==> src/rtl/blkcp_pkg.sv <==
package blkcp_pkg;

  typedef enum logic {
    OPK_COPY   = 1'b0,
    OPK_CNTREQ = 1'b1
  } opk_e;

  // First-batch length in elements: bytes covered divided by element size.
  function automatic int unsigned batch_len(input int unsigned bytes,
                                            input logic [1:0] esz);
    return bytes >> esz;
  endfunction

  // Extended path: zero count, or count beyond what the batch covers.
  function automatic logic is_slow(input int unsigned cnt,
                                   input int unsigned n);
    return (cnt == 0) || (cnt > n);
  endfunction

endpackage

==> src/rtl/blkcp_cnt_latch.sv <==
module blkcp_cnt_latch #(
  parameter int CNT_W = 16
) (
  input  logic             clk,
  input  logic             rst_n,
  input  logic             clr,
  input  logic             cap_en,
  input  logic [CNT_W-1:0] cnt_i,
  output logic             known_o,
  output logic [CNT_W-1:0] cnt_o
);

  always_ff @(posedge clk) begin
    if (!rst_n || clr) begin
      known_o <= 1'b0;
      cnt_o   <= '0;
    end else if (cap_en && !known_o) begin
      known_o <= 1'b1;
      cnt_o   <= cnt_i;
    end
  end

endmodule

==> src/rtl/blkcp_idx_ctr.sv <==
module blkcp_idx_ctr #(
  parameter int CNT_W = 16
) (
  input  logic             clk,
  input  logic             rst_n,
  input  logic             clr,
  input  logic             inc,
  output logic [CNT_W-1:0] idx_o
);

  always_ff @(posedge clk) begin
    if (!rst_n || clr) idx_o <= '0;
    else if (inc)      idx_o <= idx_o + 1'b1;
  end

endmodule

==> src/rtl/blkcp_gen.sv <==
module blkcp_gen
  import blkcp_pkg::*;
#(
  parameter int BATCH_BYTES = 96,
  parameter int CNT_W       = 16
) (
  input  logic             clk,
  input  logic             rst_n,
  input  logic             flush_i,
  input  logic             start_i,
  input  logic [1:0]       esz_i,
  input  logic             cnt_vld_i,
  input  logic [CNT_W-1:0] cnt_i,
  input  logic             issue_rdy_i,
  output logic             op_vld_o,
  output logic             op_kind_o,
  output logic [CNT_W-1:0] op_idx_o,
  output logic             op_pred_o,
  output logic             op_pred_ok_o,
  output logic             done_o,
  output logic             slow_o
);

  localparam logic [CNT_W-1:0] BATCH_MAX = CNT_W'(BATCH_BYTES);

  // Control state
  logic             busy;
  logic             req_sent;
  logic [CNT_W-1:0] batch_n;

  // Named internal events
  logic             start_acc;
  logic             cap_en;
  logic             cnt_known;
  logic [CNT_W-1:0] cnt_q;
  logic [CNT_W-1:0] idx;
  logic             in_batch;
  logic             in_tail;
  logic             below_cnt;
  logic             fin;
  logic             acc;
  logic             idx_clr;
  logic             idx_inc;
  opk_e             kind;

  assign start_acc = start_i && !busy && !flush_i;
  assign cap_en    = busy && req_sent && cnt_vld_i && !flush_i;
  assign below_cnt = idx < cnt_q;
  assign in_batch  = idx < batch_n;
  assign in_tail   = cnt_known && below_cnt && !in_batch;
  assign fin       = busy && req_sent && !in_batch && cnt_known && !below_cnt;
  assign op_vld_o  = busy && (!req_sent || in_batch || in_tail);
  assign acc       = op_vld_o && issue_rdy_i;
  assign idx_clr   = start_acc || flush_i;
  assign idx_inc   = acc && req_sent && !flush_i;

  blkcp_cnt_latch #(.CNT_W(CNT_W)) cnt_latch_i (
    .clk     (clk),
    .rst_n   (rst_n),
    .clr     (idx_clr),
    .cap_en  (cap_en),
    .cnt_i   (cnt_i),
    .known_o (cnt_known),
    .cnt_o   (cnt_q)
  );

  blkcp_idx_ctr #(.CNT_W(CNT_W)) idx_ctr_i (
    .clk   (clk),
    .rst_n (rst_n),
    .clr   (idx_clr),
    .inc   (idx_inc),
    .idx_o (idx)
  );

  always_ff @(posedge clk) begin
    if (!rst_n) begin
      busy     <= 1'b0;
      req_sent <= 1'b0;
      batch_n  <= BATCH_MAX;
    end else if (flush_i) begin
      busy     <= 1'b0;
      req_sent <= 1'b0;
    end else if (start_acc) begin
      busy     <= 1'b1;
      req_sent <= 1'b0;
      batch_n  <= CNT_W'(batch_len(BATCH_BYTES, esz_i));
    end else begin
      if (acc && !req_sent) req_sent <= 1'b1;
      if (fin)              busy     <= 1'b0;
    end
  end

  // Operation formatting
  always_comb begin
    kind         = req_sent ? OPK_COPY : OPK_CNTREQ;
    op_kind_o    = kind;
    op_idx_o     = req_sent ? idx : '0;
    op_pred_ok_o = req_sent && cnt_known;
    op_pred_o    = req_sent && cnt_known && below_cnt;
  end

  assign done_o = fin;
  assign slow_o = fin && is_slow(int'(cnt_q), int'(batch_n));

endmodule

==> config.mk <==
export PLATFORM = sky130hd
export DESIGN_NAME = blkcp_gen
export DESIGN_NICKNAME = d
export VERILOG_FILES = /design/src/rtl/blkcp_pkg.sv /design/src/rtl/blkcp_cnt_latch.sv /design/src/rtl/blkcp_idx_ctr.sv /design/src/rtl/blkcp_gen.sv
export SDC_FILE = /design/constraint.sdc
export NUM_CORES = 1
export LEC_CHECK = 0
export ABC_AREA = 1
export BUFFER_PORTS_ARGS = -buffer_cell sky130_fd_sc_hd__buf_2
export CAP_MARGIN = 10
export CORE_MARGIN = 4
export CORE_UTILIZATION = 51
export DETAILED_ROUTE_END_ITERATION = 8
export PLACE_DENSITY = 0.76
export SLEW_MARGIN = 15
export SYNTH_ARGS = -nofsm -noshare
export SYNTH_HDL_FRONTEND = slang
export SYNTH_SLANG_ARGS = --single-unit
==> constraint.sdc <==
create_clock -name clk -period 2 [get_ports clk]
set_input_delay 0.1 -clock clk [delete_from_list [all_inputs] [get_ports clk]]
set_output_delay 0.1 -clock clk [all_outputs]
set_load 0.005 [all_outputs]
==> impl_metrics.env <==
export IMPL_place_gp_congestion=0.898
export IMPL_r2r_slack_ns=-0.12
export IMPL_syn_nets=435
export IMPL_die_area_sq_um=6450
export IMPL_worstPathRequired_ns=1.90
export IMPL_grt_pass1_vias=2552
export IMPL_fin_crit_sh=1.07
export IMPL_rsz0062_at_grt="true"
export IMPL_placed_cell_area_sq_um=3040
export IMPL_grt_start_max_net_pins=34
export IMPL_viasPerCell=5.55
export IMPL_cp_arrival_ns=2.03
export IMPL_numCtsBuffers=5
export IMPL_fmax_ghz=0.469
export IMPL_critical_path_slowest_cell="ha_1"
export IMPL_cts_max_level=2
export IMPL_die_y_um=80.3
export IMPL_multi_input_area_sq_um=1740
export IMPL_synth_cells=383
export IMPL_finalPower_w=0.00149
export IMPL_critical_path_buf_inv_count=4
export IMPL_ys_types=27
export IMPL_tns_ns=-0.897
export IMPL_ant_nets=0
export IMPL_crit_path_end_kind="output port"
export IMPL_worst_path_max_fanout=3
export IMPL_gr_total_overflow=0
export IMPL_setup_slack_ns=-0.132
export IMPL_fin_area_sq_um=3450
export IMPL_min_period_ns=2.13
export IMPL_routedWlPerCell_um=15.1
export IMPL_slew_viol_final=0
export IMPL_synth_area_per_cell_sq_um=6.96
export IMPL_synth_area_sq_um=2670
export IMPL_clk_pin_slew_worst_paths_ns=0.08
export IMPL_clkSinkCount=40
export IMPL_seqCellArea_sq_um=826
export IMPL_hold_slack_ns=0.0799
export IMPL_grt_busiest_layer="met2"
export IMPL_status="complete, but fails checks"
export IMPL_fin_skew_ns=0.00788
export IMPL_start_kind="flip-flop"
export IMPL_tightest_slew_ns=0.591
export IMPL_worst_path_largest_cell_delay_ns=0.32
export IMPL_clockRootBuffer="clkbuf_8"
export IMPL_coreArea_sq_um=5070
export IMPL_dr_pass1_iters=5
export IMPL_grt_pass1_wl_mm=11.8
export IMPL_crit_family="compound AO/OA/AOI/OAI gates"
export IMPL_r2r_cells=12
export IMPL_grt_util_met1=0.297
export IMPL_grtUsageMet3=0.0415
export IMPL_whs_path_depth=3
export IMPL_violations="setup timing"
export IMPL_portBuffers=45
export IMPL_critical_path_cell_count=10
export IMPL_grt_usage=0.232
export IMPL_relSlewSlack=0.603
export IMPL_io_pins=46
export IMPL_post_route_util=0.680
export IMPL_hold_violations=0
export IMPL_fillerInstances=400
export IMPL_yosys_register_bits=40
export IMPL_start_util=0.525
export IMPL_grt_met2_usage=0.392
export IMPL_first_iter_violations=317
export IMPL_vias=2890
export IMPL_synth_seq_area_share=0.300
export IMPL_finalSetupViolations=19
export IMPL_worstSetupPathType="flip-flop to output port"
export IMPL_drive_gt1_frac=0.317
export IMPL_finalNetCount=502
export IMPL_vdd_ir_drop_max_mv=0.499
export IMPL_syn_to_final_growth_pct=29.5
export IMPL_chipWidth_um=80.3
export IMPL_worstHoldPathType="input port to flip-flop"
export IMPL_cts_tree="done"
export IMPL_hpwl_mm=5.29
export IMPL_worstSkewPairLatency_ns=0.30
export IMPL_rows=26
export IMPL_antenna_found_initial=0
export IMPL_n_antenna_cell=0
export IMPL_p_leak_nw=1.58
export IMPL_wirelength_mm=7.86
export IMPL_crit_path_frequent_cell="buf_6"
export IMPL_power_per_cell_area_nw_per_um2=432
export IMPL_crit_chain="inv_1 > ha_1 > o21a_1 > o21ai_2 > nand3_1 > nand2_1 > inv_2 > a21oi_4 > buf_6 > buf_6"
export IMPL_cts_buffer_depth=2
export IMPL_drc=0
export IMPL_drv_cap=0
export IMPL_yosysWarnings=0
-- layer usage --
metal  vias up  part of all wire
met5         -                 0
met4         0             0.039
met3        38             0.062
met2       121              0.48
met1      1338              0.42
li1       1393                 -
-- state kept, by name, summed over array words and instances, names as in the netlist --
register,cells
idx_ctr_i.idx_o,16
req_sent,1
batch_n,5
cnt_latch_i.cnt_o,16
cnt_latch_i.known_o,1
busy,1
-- worst min-delay path, cell delays in order --
cell and delay [ns]:
buf_2 0.07, o21ai_0 0.07, a21oi_1 0.10
-- placed cells by master, fill, tap and decap left out --
master,netlist,final
dfxtp_1,40,22
clkinv_1,1,1
buf_6,3,4
nor2_1,22,20
nand2_1,72,70
nand3_4,0,2
a41oi_1,1,1
nand4_2,2,2
nor4_1,4,4
nor2_2,2,4
nand3_1,12,11
clkbuf_8,0,6
clkinv_2,0,2
buf_4,2,23
buf_2,1,44
nand4_1,18,18
o21ai_2,0,1
ha_2,0,1
dfxtp_4,0,1
dfxtp_2,0,17
o21ai_1,0,2
o21a_1,1,1
inv_1,66,56
o21ai_0,24,21
nor3_1,9,8
a21oi_4,1,1
nor3_2,0,1
a21oi_2,0,8
nand2_2,1,3
dlygate4sd3_1,0,1
xor2_1,14,14
a21oi_1,49,41
ha_1,28,16
ha_4,0,11
o41ai_1,1,1
inv_2,2,12
-- final timing paths --
kind	from	endpoint
max reg2reg	batch_n[2]	idx_ctr_i.idx_o[2]
max	batch_n[2]	op_vld_o
min	cnt_i[3]	cnt_latch_i.cnt_o[3]
min reg2reg	batch_n[3]	batch_n[3]
-- through the flow --
stage	std cells	worst slack (ns)
after floorplan	383	0.149
after global placement	505	0.0260
after detailed placement	505	0.00962
after CTS	519	-0.0104
after global routing	521	-0.194
final	521	-0.132
-- synth_stat cells --
library cell  instances  share of area
a21oi_1              49          0.092
a21oi_4               1         0.0061
a41oi_1               1         0.0033
buf_1                 1         0.0014
buf_2                 1         0.0019
buf_4                 2         0.0056
buf_6                 3          0.013
clkbuf_1              5         0.0070
clkinv_1              1         0.0014
dfxtp_1              40           0.30
ha_1                 28           0.13
inv_1                66          0.093
inv_2                 2         0.0028
nand2_1              72           0.10
nand2_2               1         0.0023
nand3_1              12          0.023
nand3_2               1         0.0038
nand4_1              18          0.042
nand4_2               2         0.0094
nor2_1               22          0.031
nor2_2                2         0.0047
nor3_1                9          0.017
nor4_1                4         0.0094
o21a_1                1         0.0028
o21ai_0              24          0.045
o41ai_1               1         0.0033
xor2_1               14          0.046
-- cell families (layout without fill, tap and decap cells) --
logic type,count (synthesis),in the layout,synth area share
adder cells (fa/ha/maj),28,28,0.131
AO/OA/AOI/OAI,77,77,0.153
flip-flops,40,40,0.300
buffers and inverters,81,149,0.126
AND/OR/NAND/NOR,143,143,0.244
XOR/XNOR,14,14,0.0460
-- area by class of cell --
class                      instances  area share
clock buffer                       6      0.0239
clock inverter                     2     0.00290
inverter                          69      0.0751
multi-input combinational        262       0.504
sequential                        40       0.239
tap                               70      0.0254
timing repair buffer              72       0.130
-- report_power, final --
| part | internal (W) | leakage (nW) | switching [W] | total (W) |
|---|---|---|---|---|
| Combinational | 0.0000483 | 1.19 | 0.0000716 | 0.000120 |
| Clock | 0.000276 | 0.0510 | 0.000292 | 0.000568 |
| Sequential | 0.000801 | 0.332 | 0.00000313 | 0.000804 |
-- repair_timing --
| action | in CTS | in global routing |
|---|---|---|
| pin swaps | 11 | 12 |
| hold buffers | 0 | 1 |
| endpoints found under the setup margin | 8 | 20 |
| endpoints found under the hold margin | 0 | 1 |
| resized for setup | 30 | 35 |
| gates cloned | 0 | 0 |
| setup buffers | 6 | 2 |
(Power assumes the default switching activity.)
